**src/rtl/spi_regif_pkg.sv**
```systemverilog
package spi_regif_pkg;

    typedef enum logic [1:0] {
        FLG_CLEAR  = 2'd0,
        FLG_RAISED = 2'd1,
        FLG_ARMED  = 2'd2
    } flag_state_e;

    typedef enum logic [1:0] {
        ENG_IDLE  = 2'd0,
        ENG_SHIFT = 2'd1,
        ENG_DONE  = 2'd2
    } eng_state_e;

    // register addresses
    localparam int REG_CTRL   = 0;
    localparam int REG_STATUS = 1;
    localparam int REG_DATA   = 2;

    // control bit positions
    localparam int CTRL_IEN_BIT = 0;
    localparam int CTRL_MST_BIT = 1;

    // flag indices
    localparam int NUM_FLAGS  = 3;
    localparam int FIDX_DONE  = 0;
    localparam int FIDX_COLL  = 1;
    localparam int FIDX_FAULT = 2;

endpackage

```
**src/rtl/spi_flag_seq.sv**
```systemverilog
module spi_flag_seq
    import spi_regif_pkg::*;
(
    input  logic clk,
    input  logic rst_n,
    input  logic set_i,
    input  logic arm_i,
    input  logic clr_i,
    output logic flag_o,
    output logic unread_o
);

    flag_state_e state_q, state_d;

    always_ff @(posedge clk or negedge rst_n) begin
        if (!rst_n) begin
            state_q <= FLG_CLEAR;
        end else begin
            state_q <= state_d;
        end
    end

    always_comb begin
        state_d = state_q;
        unique case (state_q)
            FLG_CLEAR: begin
                if (set_i) begin
                    state_d = FLG_RAISED;
                end
            end
            FLG_RAISED: begin
                if (arm_i) begin
                    state_d = FLG_ARMED;
                end
            end
            FLG_ARMED: begin
                if (clr_i) begin
                    state_d = set_i ? FLG_RAISED : FLG_CLEAR;
                end
            end
            default: state_d = FLG_CLEAR;
        endcase
    end

    always_comb begin
        flag_o   = (state_q != FLG_CLEAR);
        unread_o = (state_q == FLG_RAISED);
    end

endmodule

```
**src/rtl/spi_shift_engine.sv**
```systemverilog
module spi_shift_engine
    import spi_regif_pkg::*;
#(
    parameter int DATA_W = 8
) (
    input  logic              clk,
    input  logic              rst_n,
    input  logic              load_i,
    input  logic [DATA_W-1:0] load_data_i,
    input  logic              master_i,
    input  logic              tick_i,
    input  logic              ser_in_i,
    output logic              ser_out_o,
    output logic              busy_o,
    output logic              done_o,
    output logic [DATA_W-1:0] shreg_o
);

    localparam int CNT_W = (DATA_W > 1) ? $clog2(DATA_W) : 1;
    localparam logic [CNT_W-1:0] LAST_BIT = CNT_W'(DATA_W - 1);

    eng_state_e        state_q, state_d;
    logic [CNT_W-1:0]  cnt_q;
    logic [DATA_W-1:0] sh_q;
    logic              step;

    // one bit per clock in master mode, one per tick in slave mode
    always_comb begin
        step = master_i ? 1'b1 : tick_i;
    end

    always_ff @(posedge clk or negedge rst_n) begin
        if (!rst_n) begin
            state_q <= ENG_IDLE;
        end else begin
            state_q <= state_d;
        end
    end

    always_comb begin
        state_d = state_q;
        unique case (state_q)
            ENG_IDLE: begin
                if (load_i) begin
                    if (master_i) begin
                        state_d = ENG_SHIFT;
                    end
                end else if (!master_i && tick_i) begin
                    state_d = ENG_SHIFT;
                end
            end
            ENG_SHIFT: begin
                if (step && cnt_q == LAST_BIT) begin
                    state_d = ENG_DONE;
                end
            end
            ENG_DONE: state_d = ENG_IDLE;
            default:  state_d = ENG_IDLE;
        endcase
    end

    always_ff @(posedge clk or negedge rst_n) begin
        if (!rst_n) begin
            sh_q  <= '0;
            cnt_q <= '0;
        end else begin
            unique case (state_q)
                ENG_IDLE: begin
                    if (load_i) begin
                        sh_q  <= load_data_i;
                        cnt_q <= '0;
                    end else if (!master_i && tick_i) begin
                        sh_q  <= {sh_q[DATA_W-2:0], ser_in_i};
                        cnt_q <= CNT_W'(1);
                    end
                end
                ENG_SHIFT: begin
                    if (step) begin
                        sh_q <= {sh_q[DATA_W-2:0], ser_in_i};
                        if (cnt_q != LAST_BIT) begin
                            cnt_q <= cnt_q + CNT_W'(1);
                        end
                    end
                end
                default: begin
                    cnt_q <= '0;
                end
            endcase
        end
    end

    always_comb begin
        busy_o    = (state_q != ENG_IDLE);
        done_o    = (state_q == ENG_DONE);
        ser_out_o = sh_q[DATA_W-1];
        shreg_o   = sh_q;
    end

endmodule

```
**src/rtl/spi_regif.sv**
```systemverilog
module spi_regif
    import spi_regif_pkg::*;
#(
    parameter int DATA_W = 8,
    parameter int ADDR_W = 2
) (
    input  logic              clk,
    input  logic              rst_n,
    input  logic              bus_valid,
    input  logic              bus_write,
    input  logic [ADDR_W-1:0] bus_addr,
    input  logic [DATA_W-1:0] bus_wdata,
    output logic [DATA_W-1:0] bus_rdata,
    output logic              irq,
    input  logic              slv_bit_tick,
    input  logic              mode_fault_in,
    input  logic              ser_in,
    output logic              ser_out
);

    localparam logic [ADDR_W-1:0] A_CTRL   = ADDR_W'(REG_CTRL);
    localparam logic [ADDR_W-1:0] A_STATUS = ADDR_W'(REG_STATUS);
    localparam logic [ADDR_W-1:0] A_DATA   = ADDR_W'(REG_DATA);
    localparam int STS_DONE_BIT  = DATA_W - 1;
    localparam int STS_COLL_BIT  = DATA_W - 2;
    localparam int STS_FAULT_BIT = DATA_W - 4;

    // access decode
    logic sts_rd, data_acc, data_wr, ctrl_wr;
    logic wr_accept, eng_load;

    // control register
    logic ctrl_ien, ctrl_master;

    // flags
    logic [NUM_FLAGS-1:0] flg_set, flg_clr, flg_q, flg_unread;

    // engine side
    logic              eng_busy, eng_done;
    logic [DATA_W-1:0] eng_shreg;
    logic [DATA_W-1:0] rx_buf;
    logic [DATA_W-1:0] status_word;
    logic [DATA_W-1:0] ctrl_word;

    always_comb begin
        sts_rd   = bus_valid && !bus_write && (bus_addr == A_STATUS);
        data_acc = bus_valid && (bus_addr == A_DATA);
        data_wr  = data_acc && bus_write;
        ctrl_wr  = bus_valid && bus_write && (bus_addr == A_CTRL);
        // a data write is dropped while completion is set and not yet seen
        wr_accept = data_wr && !flg_unread[FIDX_DONE];
        eng_load  = wr_accept && !eng_busy;
    end

    always_ff @(posedge clk or negedge rst_n) begin
        if (!rst_n) begin
            ctrl_ien    <= 1'b0;
            ctrl_master <= 1'b0;
        end else if (ctrl_wr) begin
            ctrl_ien    <= bus_wdata[CTRL_IEN_BIT];
            ctrl_master <= bus_wdata[CTRL_MST_BIT];
        end
    end

    always_comb begin
        flg_set              = '0;
        flg_clr              = '0;
        flg_set[FIDX_DONE]   = eng_done;
        flg_clr[FIDX_DONE]   = data_acc;
        flg_set[FIDX_COLL]   = wr_accept && eng_busy;
        flg_clr[FIDX_COLL]   = data_acc;
        flg_set[FIDX_FAULT]  = mode_fault_in;
        flg_clr[FIDX_FAULT]  = ctrl_wr;
    end

    for (genvar gi = 0; gi < NUM_FLAGS; gi++) begin : g_flag
        spi_flag_seq u_flag (
            .clk      (clk),
            .rst_n    (rst_n),
            .set_i    (flg_set[gi]),
            .arm_i    (sts_rd),
            .clr_i    (flg_clr[gi]),
            .flag_o   (flg_q[gi]),
            .unread_o (flg_unread[gi])
        );
    end

    spi_shift_engine #(
        .DATA_W (DATA_W)
    ) u_engine (
        .clk         (clk),
        .rst_n       (rst_n),
        .load_i      (eng_load),
        .load_data_i (bus_wdata),
        .master_i    (ctrl_master),
        .tick_i      (slv_bit_tick),
        .ser_in_i    (ser_in),
        .ser_out_o   (ser_out),
        .busy_o      (eng_busy),
        .done_o      (eng_done),
        .shreg_o     (eng_shreg)
    );

    // receive buffer: filled only when the completion flag is low
    always_ff @(posedge clk or negedge rst_n) begin
        if (!rst_n) begin
            rx_buf <= '0;
        end else if (eng_done && !flg_q[FIDX_DONE]) begin
            rx_buf <= eng_shreg;
        end
    end

    always_comb begin
        status_word                = '0;
        status_word[STS_DONE_BIT]  = flg_q[FIDX_DONE];
        status_word[STS_COLL_BIT]  = flg_q[FIDX_COLL];
        status_word[STS_FAULT_BIT] = flg_q[FIDX_FAULT];
        ctrl_word                  = '0;
        ctrl_word[CTRL_IEN_BIT]    = ctrl_ien;
        ctrl_word[CTRL_MST_BIT]    = ctrl_master;
    end

    always_comb begin
        if (bus_addr == A_CTRL) begin
            bus_rdata = ctrl_word;
        end else if (bus_addr == A_STATUS) begin
            bus_rdata = status_word;
        end else if (bus_addr == A_DATA) begin
            bus_rdata = rx_buf;
        end else begin
            bus_rdata = '0;
        end
        irq = flg_q[FIDX_DONE] && ctrl_ien;
    end

endmodule

```
**config.mk**
```make
export PLATFORM = sky130hd
export DESIGN_NAME = spi_regif
export DESIGN_NICKNAME = d
export VERILOG_FILES = /design/src/rtl/spi_regif_pkg.sv /design/src/rtl/spi_flag_seq.sv /design/src/rtl/spi_shift_engine.sv /design/src/rtl/spi_regif.sv
export SDC_FILE = /design/constraint.sdc
export NUM_CORES = 1
export LEC_CHECK = 0
export BUFFER_PORTS_ARGS = -buffer_cell sky130_fd_sc_hd__buf_4
export CAP_MARGIN = 30
export CORE_MARGIN = 8
export CORE_UTILIZATION = 62
export CTS_BUF_LIST = sky130_fd_sc_hd__clkbuf_4 sky130_fd_sc_hd__clkbuf_8
export DETAILED_ROUTE_END_ITERATION = 7
export GPL_ROUTABILITY_DRIVEN = 0
export PLACE_DENSITY_LB_ADDON = 0.3
export SYNTH_ARGS = -nofsm -noshare
export SYNTH_HDL_FRONTEND = slang
export SYNTH_HIERARCHICAL = 1
export SYNTH_SLANG_ARGS = --single-unit
```
**constraint.sdc**
```tcl
create_clock -name clk -period 3.48 [get_ports clk]
set_input_delay 0.696 -clock clk [delete_from_list [all_inputs] [get_ports clk]]
set_output_delay 0.696 -clock clk [all_outputs]
set_load 0.01 [all_outputs]
```
# ---- After elaboration in Yosys (flattened, before gate mapping)
# Cells that the tools add are included.
dict set report totals {
  ff_bits 29
  in_bits 17
  output_inout_bits 10
  elab_cells 101
}
dict set report op_classes {
  n_addsub 1
  n_eq_ne 26
  muxes 31
  reduce_logical 34
}
# operator n
set op_table {}
lappend op_table {{$mux W8} 6}
lappend op_table {{$mux W2} 11}
lappend op_table {{$pmux W2 S3} 3}
lappend op_table {{$reduce_and A3 Y1} 6}
lappend op_table {{$pmux W8 S2} 1}
lappend op_table {{$ne A2 B2 Y1 const B} 7}
lappend op_table {{$logic_and A1 B1 Y1} 13}
lappend op_table {{$mux W3} 4}
lappend op_table {{$eq A2 B1 Y1 const B} 5}
lappend op_table {{$eq A2 B2 Y1 const B} 5}
lappend op_table {{$logic_not A2 Y1} 5}
lappend op_table {{$ne A2 B1 Y1 const B} 5}
lappend op_table {{$reduce_bool A2 Y1} 5}
lappend op_table {{$ne A3 B3 Y1 const B} 2}
lappend op_table {{$pmux W3 S2} 1}
lappend op_table {{$logic_not A1 Y1} 5}
lappend op_table {{$mux W1} 4}
lappend op_table {{$pmux W2 S2} 1}
lappend op_table {{$add A3 B1 Y3 const B} 1}
lappend op_table {{$eq A3 B3 Y1 const B} 1}
lappend op_table {{$ne A3 B2 Y1 const B} 1}

# ---- Logic depth before layout (Yosys ltp)
# Gate-level depths: netlist (run 1).
dict set report logic_depth {
  word_depth 8
  depth_mapped 8
  mapped_depth_nobuf 6
}

# ---- Hierarchy
# Netlist (run 1), hierarchy kept.
# mod instances cells_each area_each_um2 seq_area_each_um2
set by_module_without_submodules {}
lappend by_module_without_submodules {spi_shift_engine 1 68 710.7 325.3}
lappend by_module_without_submodules {spi_regif 1 43 533.0 250.2}
lappend by_module_without_submodules {spi_flag_seq 3 9 97.6 50.0}

# ---- Worst setup path after synthesis (run 1)
# No wires, ideal clock.
dict set report synth_path {
  path_kind {input -> register}
  from {in bus_addr[0]}
  to {reg u_engine.cnt_q[1]}
  setup_ns 0.121
  t_arrival_ns 2.182
  t_required_ns 3.359
  slack_ns 1.177
  cell_stages 6
  path_buffers 0
  path_cell_list {nand2b_1 > nor4_1 > nand2b_1 > a222oi_1 > nor2_1 > a22o_1}
}
dict set report synth_via {
  elab_chain_len 7
  word_cells_on_any_way 9
  cone_classes {eq/ne: 2; mux: 2; reduce/logical: 5}
}
# element line
set synth_rtl {}
lappend synth_rtl {{start, declared} spi_regif.sv:11} ;# input logic [ADDR_W-1:0] bus_addr,
lappend synth_rtl {{$eq A2 B2 Y1 (*)} spi_regif.sv:47} ;# data_acc = bus_valid && (bus_addr == A_DATA);
lappend synth_rtl {{$logic_and A1 B1 Y1 (*)} spi_regif.sv:47}
lappend synth_rtl {{$logic_and A1 B1 Y1 (*)} spi_regif.sv:48} ;# data_wr = data_acc && bus_write;
lappend synth_rtl {{$logic_and A1 B1 Y1 (*)} spi_regif.sv:51} ;# wr_accept = data_wr && !flg_unread[FIDX_DONE];
lappend synth_rtl {{$logic_and A1 B1 Y1 (*)} spi_regif.sv:52} ;# eng_load = wr_accept && !eng_busy;
lappend synth_rtl {{net eng_load} spi_regif.sv:30} ;# logic wr_accept, eng_load;
lappend synth_rtl {{$ne A3 B2 Y1 (no line) or $mux W3 (tied branches)} n/a}
lappend synth_rtl {{$reduce_and A3 Y1 (no line) or $pmux W3 S2 (tied branches)} n/a}
lappend synth_rtl {{end signal, assigned} spi_shift_engine.sv:81} ;# cnt_q <= cnt_q + CNT_W'(1);
lappend synth_rtl {{end, declared} spi_shift_engine.sv:23} ;# logic [CNT_W-1:0] cnt_q;
# The timed path passes the listed nets; every way through them passes the cells marked *.
# A chain may end at the register's enable or synchronous reset.

# ---- Worst setup path after layout (run 1)
dict set report layout_path {
  from {in bus_addr[1]}
  to {out bus_rdata[7]}
}
dict set report layout_via {
  elab_chain_len 4
  word_cells_on_any_way 6
  cone_classes {eq/ne: 2; mux: 3; reduce/logical: 1}
}
# element line
set layout_rtl {}
lappend layout_rtl {{$eq A2 B2 Y1} spi_regif.sv:128} ;# end else if (bus_addr == A_DATA) begin
lappend layout_rtl {{$mux W8} spi_regif.sv:128}
lappend layout_rtl {{$mux W8} spi_regif.sv:126} ;# end else if (bus_addr == A_STATUS) begin
lappend layout_rtl {{$mux W8 (*)} spi_regif.sv:124} ;# if (bus_addr == A_CTRL) begin
lappend layout_rtl {{end, declared} spi_regif.sv:13} ;# output logic [DATA_W-1:0] bus_rdata,
# Every way passes the cells marked *; elsewhere a longest branch is shown, timed or not.

==> results of run 1 <==
per-stage QoR:
step           setup WS [ns]  total power, mW  util (%)  cell area (um2)  hold slack, ns
4_1_cts                 1.31             1.26      74.6             1800           0.275
6_report                1.31             1.25      74.6             1800           0.271
5_1_grt                 1.24             1.35      74.6             1800           0.293
2_1_floorplan           1.18            0.926         -             1540           0.400
3_5_place_dp            1.23             1.05      72.2             1740           0.474
3_3_place_gp            1.26             1.01      72.2             1740           0.454
Yosys cell counts (2+ instances only):
cell type	n	area [um2]
a32o_1	3	30.0
nor2b_2	3	26.3
nor2_1	14	52.6
nand2b_1	6	37.5
dfrtp_1	29	726
mux2_4	2	30.0
mux2i_1	12	120
inv_1	9	33.8
a22o_1	5	43.8
nand2_1	2	7.51
ha_1	2	25.0
nor2b_1	2	12.5
nor4_1	2	12.5
and2_1	5	31.3
a21oi_1	8	40.0
o2bb2ai_1	3	26.3
or2_2	4	25.0
mux2_2	8	90.1
and2b_1	2	15.0
a211oi_1	2	15.0
per-layer routing:
layer,vias up,global-route usage [%]
met4,0,8.17
li1,551,-
met3,10,7.12
met5,-,0
met2,40,24.8
met1,545,18.7
cells by family (layout without fill, tap and decap cells):
logic type,count (synthesis),count (layout),synth area share [%]
adders and majority gates,2,2,1.63
and+or+nand+nor,47,47,17.9
DFF,29,29,47.2
AOI/OAI and AO/OA,25,25,12.9
muxes,22,22,15.6
buffers and inverters,13,43,4.64
layout make-up:
type	count	area share [%]
multi-input combinational	96	41.1
sequential	29	40.4
timing repair buffer	27	11.3
clock buffer	7	3.27
tap	30	2.09
inverter	9	1.88
power groups by stage:
stage / Combinational (mW) / Sequential (mW) / Clock [mW]
6_report: 0.465 / 0.576 / 0.210
5_1_grt: 0.522 / 0.597 / 0.232
4_1_cts: 0.468 / 0.578 / 0.218
3_5_place_dp: 0.468 / 0.583 / 0
3_3_place_gp: 0.441 / 0.572 / 0
2_1_floorplan: 0.383 / 0.543 / 0
final timing paths:
| kind | cells after the start | slack [ns] | to | start |
|---|---|---|---|---|
| max | 4 | 1.31 | bus_rdata[7] | bus_addr[1] |
| min | 1 | 0.27 | g_flag[0].u_flag/state_q[1] | rst_n |
| max reg2reg | 7 | 1.35 | u_engine/cnt_q[1] | u_engine/state_q[0] |
| min reg2reg | 1 | 0.49 | g_flag[1].u_flag/state_q[1] | g_flag[1].u_flag/state_q[0] |
| max in group asynchronous | 1 | 2.94 | g_flag[2].u_flag/state_q[1] | rst_n |
| min in group clk | 1 | 0.49 | g_flag[1].u_flag/state_q[1] | g_flag[1].u_flag/state_q[0] |
worst max-delay path, delay by kind of cell:
family	cells	cell delay (ns)
AOI/OAI and AO/OA	1	0.26
and+or+nand+nor	1	0.24
buffers and inverters	2	0.28
state kept, by name, summed over array words and instances, names as in the netlist:
name and flops:
rx_buf 8, u_engine/shreg_o 8, g_flag.u_flag/state_q 6, u_engine/cnt_q 3
u_engine/state_q 2, ctrl_ien 1, ctrl_master 1
==> results.sh, run 1 <==
export IMPL_status="complete, no violations"
export IMPL_vdd_ir_drop_max_mv=0.538
export IMPL_antennaDiodeCount=0
export IMPL_relSlewSlack_pct=47.0
export IMPL_hold_viol_final=0
export IMPL_arrival_ns=1.48
export IMPL_cts_sinks=29
export IMPL_drt_first_pass_iters=4
export IMPL_crit_chain="buf_4 -> and2b_1 -> a22o_1 -> buf_4"
export IMPL_seqPwrFrac_pct=46.1
export IMPL_met1_length_um=1410
export IMPL_grt_usage_pct=16.2
export IMPL_skew_ns=0.00291
export IMPL_max_cap_viol_count=0
export IMPL_nets=187
export IMPL_intPower_mw=0.819
export IMPL_swShare_pct=34.6
export IMPL_row_count=18
export IMPL_crit_top_cell="buf_4"
export IMPL_io_pins=27
export IMPL_drive_gt1_share_pct=32.7
export IMPL_drt_wl_total_um=3140
export IMPL_dieArea_um2=4330
export IMPL_clkTransAtPathRegs_ns=0.08
export IMPL_cts_setup_buffers=0
export IMPL_grt_pass1_wl_um=5270
export IMPL_cp_slowest_cell="a22o_1"
export IMPL_synth_edf_count=0
export IMPL_synth_area_per_cell_um2=11.1
export IMPL_fin_crit_ns=2.17
export IMPL_powerDensity_nw_per_um2=696
export IMPL_grt_overflow=0
export IMPL_grt_pass1_vias=1142
export IMPL_regArea_um2=726
export IMPL_synth_cell_types=35
export IMPL_hold_class="input pin to asynchronous set/reset pin"
export IMPL_slew_violations=0
export IMPL_ys_seq_elements=29
export IMPL_top_layer="met4"
export IMPL_cts_buffer_depth=2
export IMPL_critPathMaxFanout=7
export IMPL_final_cell_count_no_fill=198
export IMPL_drt_iter0_drc=60
export IMPL_power_leakage_nw=0.905
export IMPL_htreeDepth=2
export IMPL_numCtsBuffers=5
export IMPL_ys_flop_type="dfrtp_1"
export IMPL_multi_input_area_um2=739
export IMPL_vias=1146
export IMPL_grt_max_degree=30
export IMPL_netSwitchingPower_mw=0.433
export IMPL_drc=0
export IMPL_worst_pin_slew_ns=0.793
export IMPL_fillers=171
export IMPL_slowest_delay_ns=0.26
export IMPL_dp_cells=191
export IMPL_post_cts_resized=0
export IMPL_insertion_delay_ns=0.32
export IMPL_seq_area_frac_synth_pct=47.2
export IMPL_fin_tns_setup_ns=0
export IMPL_portBuffers=26
export IMPL_crit_type="input pin to output pin"
export IMPL_ctsHoldBuffers=0
export IMPL_end_kind="output pin"
export IMPL_die_w_um=65.8
export IMPL_die_y_um=65.8
export IMPL_dr_wl_met3_um=211
export IMPL_syn_inst=138
export IMPL_wl_met2_um=1440
export IMPL_clock_power_share_pct=16.8
export IMPL_root_buffer="clkbuf_4"
export IMPL_start_kind="input pin"
export IMPL_post_route_period_util_pct=62.4
export IMPL_rsz0062_at_grt="no"
export IMPL_yosys_warnings=6
export IMPL_antenna_found_initial=0
export IMPL_core_region_area_um2=2410
export IMPL_initial_utilization_pct=63.8
export IMPL_netlist_area_um2=1540
export IMPL_combPwrFrac_pct=37.1
export IMPL_hpwl_um=2330
export IMPL_antenna_left=0
export IMPL_cts_tree="built"
export IMPL_viasPerCell=5.79
export IMPL_setup_viol=0
export IMPL_drt_wirelength_per_cell_um=15.8
export IMPL_async_flop_share_pct=100
export IMPL_syn_num_nets=157
export IMPL_fmax_mhz=460
export IMPL_synthToLayoutAreaGrowth_pct=17.0
export IMPL_mostFrequentLayoutCells="29 x dfrtp_1, 27 x buf_4, 14 x nor2_1"
export IMPL_layout_commonest_cell="dfrtp_1"
export IMPL_required_ns=2.78
No activity file was read; power rests on OpenSTA's default activity.
==> inputs of run 2 (changes only) <==
CORE_UTILIZATION = 57   (was 62)
clock period = 2 ns   (was 3.48 ns; I/O delays follow)
==> run 2 against run 1 <==
Power is 77% higher. Non-clock buffer count is 4 higher. Clock skew grew 0.0075 ns. Design area is 2.5% higher. Sequential share of layout area shrank 0.99 points. Setup slack lost 1.1 ns. Sequential power is 70% higher. Global-route usage down 0.20 points. Hold slack better by 0.042 ns. Utilization down 5.4 points. First-iteration DRC count grew 6.7%. Combinational power is 91% higher. Critical path type is now flip-flop to output pin.
==> results.sh, run 2 (synthesis gave the netlist of run 1 again) <==
export IMPL_vias=1166
export IMPL_cp_slowest_cell="dfrtp_1"
export IMPL_drt_first_pass_iters=4
export IMPL_required_ns=1.60
export IMPL_fin_tns_setup_ns=0
export IMPL_reg2regPathDepth=6
export IMPL_arrival_ns=1.42
export IMPL_worst_pin_slew_ns=0.399
export IMPL_fin_crit_ns=1.82
export IMPL_hold_class="input pin to flip-flop"
export IMPL_viasPerCell=5.72
export IMPL_synthToLayoutAreaGrowth_pct=20.0
export IMPL_power_leakage_nw=0.926
export IMPL_status="complete, no violations"
export IMPL_layout_commonest_cell="buf_4"
export IMPL_grt_overflow=0
export IMPL_cts_sinks=29
export IMPL_cp_depth=3
export IMPL_final_cell_count_no_fill=204
export IMPL_start_kind="flip-flop"
export IMPL_skew_ns=0.0104
export IMPL_post_cts_resized=0
export IMPL_crit_type="flip-flop to output pin"
export IMPL_row_count=19
export IMPL_grt_use_met3_pct=4.58
export IMPL_ctsHoldBuffers=1
export IMPL_die_y_um=67.9
export IMPL_end_kind="output pin"
export IMPL_dp_cells=195
export IMPL_grt_usage_pct=16.0
export IMPL_root_buffer="clkbuf_4"
export IMPL_drc=0
export IMPL_use_met2_pct=28.1
export IMPL_mostFrequentLayoutCells="30 x buf_4, 29 x dfrtp_1, 14 x nor2_1"
export IMPL_min_path_cells=2
export IMPL_grt_max_degree=30
export IMPL_antenna_left=0
export IMPL_multi_input_area_um2=754
export IMPL_rsz0062_at_grt="no"
export IMPL_core_region_area_um2=2660
export IMPL_drive_gt1_share_pct=34.7
export IMPL_dieArea_um2=4610
export IMPL_clkTransAtPathRegs_ns=0.09
export IMPL_drt_wirelength_per_cell_um=16.5
export IMPL_cts_buffer_depth=2
export IMPL_grt_pass1_vias=1266
export IMPL_insertion_delay_ns=0.33
export IMPL_io_pins=27
export IMPL_r2r_slack_ns=0.21
export IMPL_regArea_um2=726
export IMPL_numCtsBuffers=5
export IMPL_grt_pass1_wl_um=5560
export IMPL_crit_buf_inv=1
export IMPL_crit_family="flip-flops"
export IMPL_grt_busiest_layer="met2"
export IMPL_nets=191
export IMPL_slowest_delay_ns=0.41
export IMPL_initial_utilization_pct=57.7
export IMPL_antenna_found_initial=0
export IMPL_drt_wl_total_um=3370
export IMPL_crit_chain="or2_2 -> a22o_1 -> buf_4"
export IMPL_slew_violations=0
export IMPL_htreeDepth=2
export IMPL_max_cap_viol_count=0
export IMPL_fillers=214
export IMPL_use_met1_pct=17.2
export IMPL_drt_iter0_drc=64
export IMPL_relSlewSlack_pct=73.3
export IMPL_fmax_mhz=550
export IMPL_cts_tree="built"
export IMPL_hpwl_um=2570
export IMPL_vdd_ir_drop_max_mv=0.930
export IMPL_antennaDiodeCount=0
export IMPL_portBuffers=26
export IMPL_die_w_um=67.9
export IMPL_setup_viol=0
export IMPL_powerDensity_nw_per_um2=1200
export IMPL_critPathMaxFanout=4
export IMPL_hold_viol_final=0
export IMPL_cts_setup_buffers=0
export IMPL_post_route_period_util_pct=90.9
## run 2: changes by cell type in the layout (fill, tap and decap cells not counted), sizes merged
cell,delta
buf,+3
clkinv,+2
clkbuf,-1
dlygate4sd3,+1
## run 2: cell type report
class                           count  share of cell area [%]
Clock buffer                        6                    2.44
Clock inverter                      2                   0.543
Timing Repair Buffer               31                    12.8
Multi-Input combinational cell     96                    40.9
Sequential cell                    29                    39.4
Inverter                            9                    1.83
Tap cell                           31                    2.10
## run 2: layer usage
layer | vias up | part of all wire, %
met3 | 9 | 4.2
met1 | 573 | 41
li1 | 560 | -
met2 | 24 | 52
met4 | 0 | 2.1
met5 | - | 0
## run 2: report_power, final
part,internal [mW],switching (mW)
combinational,0.453,0.437
clock,0.147,0.205
sequential,0.814,0.165
## run 2: through the flow
step                      area [um2]  power, mW  util [%]  hold slack (ns)  setup slack (ns)
after global placement          1780       1.80      66.8            0.339             0.164
after floorplan                 1550       1.62         -            0.104             0.105
after global routing            1840       2.37      69.2            0.303             0.124
after CTS                       1840       2.24      69.2            0.298             0.162
final                           1840       2.22      69.2            0.313             0.182
after detailed placement        1780       1.88      66.8            0.344             0.133
## run 2: final timing paths
check                                                  from                           to
worst max-delay path            g_flag[0].u_flag/state_q[0]                 bus_rdata[7]
worst min-delay path                           bus_wdata[0]                     ctrl_ien
worst max register to register  g_flag[0].u_flag/state_q[0]            u_engine/cnt_q[2]
worst min register to register  g_flag[2].u_flag/state_q[0]  g_flag[2].u_flag/state_q[1]
max in group asynchronous                             rst_n          u_engine/shreg_o[1]
min in group asynchronous                             rst_n            u_engine/cnt_q[0]
